File: src/rtl/qlk_pkg.sv
package qlk_pkg;

    typedef enum logic [1:0] {
        QS_IDLE     = 2'd0,
        QS_STOPPING = 2'd1,
        QS_LOCKED   = 2'd2,
        QS_RESUMING = 2'd3
    } qstate_e;

    // true for the two phases in which acknowledges are being gathered
    function automatic logic collects_acks(qstate_e s);
        return (s == QS_STOPPING) || (s == QS_RESUMING);
    endfunction

    // true while the other agents must stay quiet
    function automatic logic is_quiesced(qstate_e s);
        return (s == QS_STOPPING) || (s == QS_LOCKED);
    endfunction

endpackage

File: src/rtl/qlk_prio_pick.sv
module qlk_prio_pick #(
    parameter int N_AGENTS = 4,
    localparam int IW = (N_AGENTS > 1) ? $clog2(N_AGENTS) : 1
) (
    input  logic [N_AGENTS-1:0] req,
    output logic                found,
    output logic [IW-1:0]       idx
);
    // lowest index wins
    always_comb begin
        found = 1'b0;
        idx   = '0;
        for (int i = N_AGENTS - 1; i >= 0; i--) begin
            if (req[i]) begin
                found = 1'b1;
                idx   = IW'(i);
            end
        end
    end
endmodule

File: src/rtl/qlk_ack_gather.sv
module qlk_ack_gather #(
    parameter int N_AGENTS = 4
) (
    input  logic                clk,
    input  logic                rst,
    input  logic                clear,
    input  logic [N_AGENTS-1:0] seed,
    input  logic                enable,
    input  logic [N_AGENTS-1:0] ack,
    output logic                all_in
);
    logic [N_AGENTS-1:0] seen_q;

    always_ff @(posedge clk) begin
        if (rst)         seen_q <= '0;
        else if (clear)  seen_q <= seed;
        else if (enable) seen_q <= seen_q | ack;
    end

    assign all_in = &(seen_q | ack);
endmodule

File: src/rtl/qlk_stop_timer.sv
module qlk_stop_timer #(
    parameter int LIMIT = 16,
    localparam int CW = $clog2(LIMIT + 1)
) (
    input  logic clk,
    input  logic rst,
    input  logic run,
    output logic expired
);
    logic [CW-1:0] cnt_q;

    always_ff @(posedge clk) begin
        if (rst || !run)              cnt_q <= '0;
        else if (cnt_q != CW'(LIMIT)) cnt_q <= cnt_q + 1'b1;
    end

    assign expired = run && (cnt_q >= CW'(LIMIT - 1));
endmodule

File: src/rtl/qlk_quiesce_ctrl.sv
module qlk_quiesce_ctrl
    import qlk_pkg::*;
#(
    parameter int N_AGENTS       = 4,
    parameter int TIMEOUT_CYCLES = 16
) (
    input  logic                clk,
    input  logic                rst,
    input  logic [N_AGENTS-1:0] lock_req_i,
    input  logic [N_AGENTS-1:0] unlock_i,
    output logic [N_AGENTS-1:0] grant_o,
    output logic [N_AGENTS-1:0] halt_o,
    input  logic [N_AGENTS-1:0] halt_ack_i,
    output logic [N_AGENTS-1:0] release_o,
    input  logic [N_AGENTS-1:0] release_ack_i,
    output logic                abort_o
);
    localparam int IW = (N_AGENTS > 1) ? $clog2(N_AGENTS) : 1;

    qstate_e             state_q, state_d;
    logic [IW-1:0]       owner_q, owner_d;
    logic [N_AGENTS-1:0] owner_oh, seed_oh;
    logic [N_AGENTS-1:0] grant_q, grant_d;
    logic                abort_q, abort_d;
    logic                pick_found;
    logic [IW-1:0]       pick_idx;
    logic                gather_clr, all_in, expired;
    logic [N_AGENTS-1:0] ack_sel;

    qlk_prio_pick #(.N_AGENTS(N_AGENTS)) pick_i (
        .req   (lock_req_i),
        .found (pick_found),
        .idx   (pick_idx)
    );

    assign ack_sel = (state_q == QS_STOPPING) ? halt_ack_i : release_ack_i;

    qlk_ack_gather #(.N_AGENTS(N_AGENTS)) gather_i (
        .clk    (clk),
        .rst    (rst),
        .clear  (gather_clr),
        .seed   (seed_oh),
        .enable (collects_acks(state_q)),
        .ack    (ack_sel),
        .all_in (all_in)
    );

    qlk_stop_timer #(.LIMIT(TIMEOUT_CYCLES)) timer_i (
        .clk     (clk),
        .rst     (rst),
        .run     (state_q == QS_STOPPING),
        .expired (expired)
    );

    assign owner_oh = N_AGENTS'(1) << owner_q;
    assign seed_oh  = N_AGENTS'(1) << owner_d;

    always_comb begin
        state_d    = state_q;
        owner_d    = owner_q;
        grant_d    = '0;
        abort_d    = 1'b0;
        gather_clr = 1'b0;
        unique case (state_q)
            QS_IDLE: if (pick_found) begin
                state_d    = QS_STOPPING;
                owner_d    = pick_idx;
                gather_clr = 1'b1;
            end
            QS_STOPPING: begin
                if (all_in) begin
                    state_d = QS_LOCKED;
                    grant_d = owner_oh;
                end else if (expired) begin
                    state_d    = QS_RESUMING;
                    abort_d    = 1'b1;
                    gather_clr = 1'b1;
                end
            end
            QS_LOCKED: if (unlock_i[owner_q]) begin
                state_d    = QS_RESUMING;
                gather_clr = 1'b1;
            end
            QS_RESUMING: if (all_in) state_d = QS_IDLE;
            default: state_d = QS_IDLE;
        endcase
    end

    always_ff @(posedge clk) begin
        if (rst) begin
            state_q <= QS_IDLE;
            owner_q <= '0;
            grant_q <= '0;
            abort_q <= 1'b0;
        end else begin
            state_q <= state_d;
            owner_q <= owner_d;
            grant_q <= grant_d;
            abort_q <= abort_d;
        end
    end

    assign grant_o   = grant_q;
    assign abort_o   = abort_q;
    assign halt_o    = is_quiesced(state_q) ? ~owner_oh : '0;
    assign release_o = (state_q == QS_RESUMING) ? ~owner_oh : '0;
endmodule

File: config.mk
export PLATFORM = sky130hd
export DESIGN_NAME = qlk_quiesce_ctrl
export DESIGN_NICKNAME = d
export VERILOG_FILES = /design/src/rtl/qlk_pkg.sv /design/src/rtl/qlk_prio_pick.sv /design/src/rtl/qlk_ack_gather.sv /design/src/rtl/qlk_stop_timer.sv /design/src/rtl/qlk_quiesce_ctrl.sv
export SDC_FILE = /design/constraint.sdc
export NUM_CORES = 1
export LEC_CHECK = 0
export ABC_AREA = 1
export BUFFER_PORTS_ARGS = -buffer_cell sky130_fd_sc_hd__buf_4
export CORE_MARGIN = 1.5
export CORE_UTILIZATION = 46
export DETAILED_ROUTE_END_ITERATION = 6
export GPL_TIMING_DRIVEN = 0
export HOLD_SLACK_MARGIN = 0.05
export PLACE_DENSITY = 0.75
export SYNTH_ARGS = -nofsm -noshare
export SYNTH_HDL_FRONTEND = slang
export SYNTH_SLANG_ARGS = --single-unit
export TNS_END_PERCENT = 30
File: constraint.sdc
create_clock -name clk -period 2 [get_ports clk]
set_clock_uncertainty 0.2 [all_clocks]
set_input_delay 0.6 -clock clk [delete_from_list [all_inputs] [get_ports clk]]
set_output_delay 0.6 -clock clk [all_outputs]
set_load 0.005 [all_outputs]
# Word-level counts from Yosys, hierarchy flattened
# Cells that the tools add are included.
[word_totals] register_bits=18 latchBits=0 ram_bits=0 rom_bits=0 inputBits=18 output_inout_bits=13 wordCells=62 n_memories=0
[classes] addsub=1 n_mul=0 div=0 order_cmp=2 n_eq_ne=8 shift=2 muxes=28 bitwise=4 reduce_logical=11
[ops] cell="two-way mux 2 bit" count=11
[ops] cell="two-way mux 4 bit" count=5
[ops] cell="two-way mux 1 bit" count=9
[ops] cell="one-hot mux 2 bit (4 select lines)" count=1
[ops] cell="AND reduction 4 bit" count=2
[ops] cell="left shift 1 x 2 -> 4 bit, first input constant" count=2
[ops] cell="!= test 2 bit, second input constant" count=3
[ops] cell="adder 5 x 1 -> 5 bit, second input constant" count=1
[ops] cell=">= comparator 5 x 4 -> 1 bit, second input constant" count=1
[ops] cell="!= test 5 bit, second input constant" count=1
[ops] cell="== test 2 bit, second input constant" count=2
[ops] cell="inverter 4 bit" count=1
[ops] cell="bitwise OR 4 bit" count=1
[ops] cell="logical OR 1 bit" count=3
[ops] cell="< comparator 2 x 3 -> 1 bit, second input constant" count=1
[ops] cell="!= test 3 bit, second input constant" count=1
[ops] cell="one-hot mux 1 bit (3 select lines)" count=1
[ops] cell="OR reduction 3 bit" count=1
[ops] cell="binary-select mux 1 bit (select 2 bit)" count=1
[ops] cell="== test 2 x 1 -> 1 bit, second input constant" count=1
[ops] cell="logical NOT 2 bit" count=1
[ops] cell="inverter 1 bit" count=2
[ops] cell="nonzero test 2 bit" count=1
[ops] cell="OR reduction 2 bit" count=1
[ops] cell="other kinds (2)" count=2

# Depth between registers and ports, before layout
[depth] depth_word=8 depth_mapped=14 ltp_nobuf=13

# Hierarchy
# Synthesis repeated with hierarchy kept, for this count alone.
[hier_totals] cells_unflattened=185 area_unflattened_um2=1188.6
[by_module_without_submodules] mod="qlk_quiesce_ctrl" n_inst=1 cells_each=99 area_per_inst_um2=655.6 seq_area_each_um2=180.2
[by_module_without_submodules] mod="qlk_stop_timer" n_inst=1 cells_each=40 area_per_inst_um2=281.5 seq_area_each_um2=100.1
[by_module_without_submodules] mod="qlk_ack_gather" n_inst=1 cells_each=38 area_per_inst_um2=215.2 seq_area_each_um2=80.1
[by_module_without_submodules] mod="qlk_prio_pick" n_inst=1 cells_each=8 area_per_inst_um2=36.3 seq_area_each_um2=0.0

# Worst setup path after synthesis
# Ideal clock, no wire load.
[synth_path] path_type="register to register" from="register state_q[1]" to="register state_q[1]" setup_time_ns=0.113 t_arrival_ns=1.534 required_time_ns=1.687 path_slack_ns=0.153 stages_incl_launch_ff=14 path_buffers=1 synth_period_minus_slack_ns=1.847 path_cell_list="dfxtp_1 > inv_1 > ha_1 > buf_6 > nor2_1 > nor2_1 > nor2_1 > nand2_2 > nand2_1 > nand2_1 > nor2_2 > nand2_1 > nand2_1 > nor2_1"
[synth_between] elab_chain_cells=6 word_cells_on_any_way=15 cone_classes="eq/ne (7); mux (3); bitwise (1); reduce/logical (4)"
[synth_rtl] element="from (decl)" line_no="qlk_quiesce_ctrl.sv:20" text="qstate_e state_q, state_d;"
[synth_rtl] element="from (signal assigned)" line_no="qlk_quiesce_ctrl.sv:96" text="state_q <= state_d;"
[synth_rtl] element="== test 2 x 1 -> 1 bit" line_no="qlk_quiesce_ctrl.sv:36, qlk_quiesce_ctrl.sv:51, qlk_quiesce_ctrl.sv:64"
[synth_rtl] element="two-way mux 4 bit" line_no="qlk_quiesce_ctrl.sv:36" text="assign ack_sel = (state_q == QS_STOPPING) ? halt_ack_i : release_ack_i;"
[synth_rtl] element="bitwise OR 4 bit" line_no="qlk_ack_gather.sv:20" text="assign all_in = &(seen_q | ack);"
[synth_rtl] element="AND reduction 4 bit" line_no="qlk_ack_gather.sv:20"
[synth_rtl] element="!= test 3 bit (no line), or another cell as far along"
[synth_rtl] element="AND reduction 4 bit (no line) / one-hot mux 2 bit (4 select lines) (equally long branches)"
# Parallel ways exist; a longest one is shown, timed or not.
# A chain may end at the register's enable or synchronous reset.

# Final worst setup path
[layout_path] from="register state_q[0]" to="output port halt_o[2]"
[layout_between] elab_chain_cells=3 word_cells_on_any_way=4 cone_classes="eq/ne (2); mux (1); reduce/logical (1)"
[layout_rtl] element="== test 2 x 1 -> 1 bit / == test 2 bit (equally long branches)" line_no="qlk_pkg.sv:17" text="return (s == QS_STOPPING) || (s == QS_LOCKED);"
[layout_rtl] element="logical OR 1 bit *" line_no="qlk_pkg.sv:17"
[layout_rtl] element="two-way mux 4 bit *" line_no="qlk_quiesce_ctrl.sv:105" text="assign halt_o = is_quiesced(state_q) ? ~owner_oh : '0;"
[layout_rtl] element="to (decl)" line_no="qlk_quiesce_ctrl.sv:12" text="output logic [N_AGENTS-1:0] halt_o,"
# Every way passes the cells marked *; elsewhere a longest branch is shown, timed or not.

==> results_dict.tcl <==
set metrics [dict create \
    status "finished with violations" \
    violations "negative setup slack" \
    cp.depth 5 \
    rsz0062_at_grt "yes" \
    drc 0 \
    critPathMaxStageDelay_ps 410 \
    grt_max_degree 11 \
    hpwl_mm 2.03 \
    hold_depth 2 \
    num_rows 18 \
    via_per_inst 5.14 \
    antenna_cells 0 \
    cp_top_family "flip-flops" \
    period_minus_slack_ps 2100 \
    cts_htree_levels 1 \
    postCtsHoldBufs 0 \
    critPathBufInv 3 \
    r2r_end "gather_i.seen_q[0]" \
    dieArea_um2 2860 \
    postSynthCellCount 184 \
    crit_chain "inv_4 > ha_4 > inv_4 > a21oi_2 > buf_4" \
    synth_largest_area_cell "dfxtp_1" \
    cts_buffers 3 \
    min_to "state_q[0]" \
    clock_path_buffers 2 \
    area_delta_synth_final_pct 55.2 \
    multi_input_area_um2 878 \
    timing.hold.ws_ps 292 \
    maxSlewViolCount 0 \
    crit_slowest_cell "dfxtp_4" \
    nets 259 \
    grt_pass1_wl_mm 4.54 \
    initial_core_util 0.478 \
    gp_congestion 0.777 \
    arrival_ps 1300 \
    port_buffers 30 \
    dr.pass1.iters 4 \
    worst_path_most_repeated_cell "inv_4" \
    ios 31 \
    cts_tree "yes" \
    grt-ovfl-total 0 \
    met1_length_mm 1.41 \
    grt_pass1_vias 1140 \
    track_usage 0.217 \
    slew_headroom 0.713 \
    synth_seq_area_share 0.307 \
    hold_class "in -> reg" \
    cellLeakagePower_nw 0.870 \
    final-setup-viol-count 13 \
    synthDistinctLibCells 24 \
    syn_nets 210 \
    critical_path_class "reg -> out" \
    clk_pin_slew_worst_paths_ps 120 \
    fin_ws_ps -98.1 \
    first_iter_violations 48 \
    cap_violations 0 \
    crit_path_start "state_q[0]" \
    crit_fanout 5 \
    start_kind "register" \
    post-place-ws_ps -114 \
    wl_met3_um 171 \
    cts-root-buf "clkbuf_4" \
    seq_area_um2 370 \
    hold_start "rst" \
    drive_gt1_frac 0.448 \
    clk_latency_ps 300 \
    synth_area_um2 1170 \
    peakVddDrop_v 0.000880 \
    crit_path_end_kind "output port" \
    max_freq_mhz 477 \
    yosys-top-cells-area "dfxtp_1 (31%), nor2_1 (13%), nand2_1 (11%)" \
    tightest_slew_ps 428 \
    fp.dieW_um 53.5 \
    r2r_slack_ps -20 \
    die_h_um 53.5 \
    wl_per_cell_um 13.1 \
    power_density_nw_per_um2 1350 \
    route.met2.wl_mm 1.76 \
    synth_top_area_share 0.307 \
    avgSynthCellArea_um2 6.38 \
    cp_data_required_time_ps 1200 \
    clock-sinks 18 \
    fill_cells 184 \
    layout_worst_path_cycle_share 1.05 \
    top_layer "met4" \
    postRouteAntennaNets 0 \
    final_hold_viol_count 0 \
    vias 1346 \
    r2r_cells 14 \
    drt_wl_total_mm 3.44 \
    ys_ff_latch 18 \
    core_um2 2450 \
    ys_warn_count 0 \
    r2r_start "state_q[0]" \
    antenna_found_initial 0 \
]
-- where the power goes --
part	internal, W	switching, W	leakage [nW]	total (W)
clock network	0.000111	0.000127	0.0210	0.000238
logic	0.000765	0.000962	0.700	0.00173
registers	0.000438	0.0000598	0.149	0.000498
total	0.00131	0.00115	0.870	0.00246
-- stage by stage --
stage / power [W] / TNS, ps / std cells / util / instance area [um2]
floorplan: 0.00126 / 0 / 184 / - / 1170
CTS: 0.00202 / -618 / 256 / 0.655 / 1610
finish: 0.00246 / -540 / 262 / 0.742 / 1820
detailed placement: 0.00156 / -673 / 244 / 0.585 / 1440
global placement: 0.00153 / -398 / 244 / 0.585 / 1440
global route: 0.00265 / -1490 / 262 / 0.742 / 1820
-- cells in the mapped netlist --
library cell and instances:
nor2_1 40, nand2_1 34, inv_1 29, dfxtp_1 18, a21oi_1 14, nand3_1 9, o21ai_0 9, ha_1 8
nand4_1 4, nor3_1 3, nand2_2 2, nand2_4 2, a21oi_4 1, buf_2 1, buf_4 1, buf_6 1
clkbuf_1 1, inv_2 1, nand3_2 1, nor2_2 1, nor2b_1 1, nor4b_1 1, o21ai_1 1, o21bai_1 1
-- worst max path at each step --
stage	endpoint	slack, ps
2_1_floorplan	state_q[1]	150
3_3_place_gp	release_o[3]	-80
3_5_place_dp	release_o[3]	-110
4_1_cts	halt_o[1]	-80
5_1_grt	halt_o[2]	-150
6_report	halt_o[2]	-100
-- cell usage in the layout, fill, tap and decap left out, types with 5 or more instances in the layout --
master / synthesis / final
nor2_1: 40 / 24
a21oi_1: 14 / 9
buf_4: 1 / 43
o21ai_0: 9 / 7
a21oi_2: 0 / 5
nor2_2: 1 / 7
nand3_1: 9 / 5
nand3_2: 1 / 5
dfxtp_1: 18 / 14
nor2_4: 0 / 10
nand2_2: 2 / 8
inv_1: 29 / 25
nand2_1: 34 / 26
ha_1: 8 / 5
-- layer usage --
layer  GRT usage  vias to the layer above
met5           0                        -
met1       0.230                      614
li1            -                      671
met2       0.416                       50
met4      0.0940                        0
met3      0.0339                       11
-- registers in the layout (all words and copies together), names as in the netlist --
| signal | flops |
|---|---|
| timer_i.cnt_q | 5 |
| gather_i.seen_q | 4 |
| grant_o | 4 |
| owner_q | 2 |
| state_q | 2 |
| abort_o | 1 |
-- cell families (layout without fill, tap and decap cells) --
kind of cell	Yosys count	count (layout)	share of synthesized area
and+or+nand+nor	98	98	0.366
buffers and inverters	34	82	0.119
AOI/OAI and AO/OA	26	26	0.123
DFF	18	18	0.307
adders and majority gates	8	8	0.0853
-- what timing repair did --
item	CTS	global route
setup endpoints to repair	13	19
setup buffers	8	5
gates cloned	0	1
pin swaps	7	16
gates resized for setup	25	49
-- cell type report --
cell class                      instances  share of cell area
Multi-Input combinational cell        132               0.482
Sequential cell                        18               0.203
Inverter                               30              0.0673
Clock buffer                            4              0.0199
Buffer                                  4              0.0213
Timing Repair Buffer                   44               0.185
Tap cell                               30              0.0206
No activity file was read; power rests on OpenSTA's default activity.
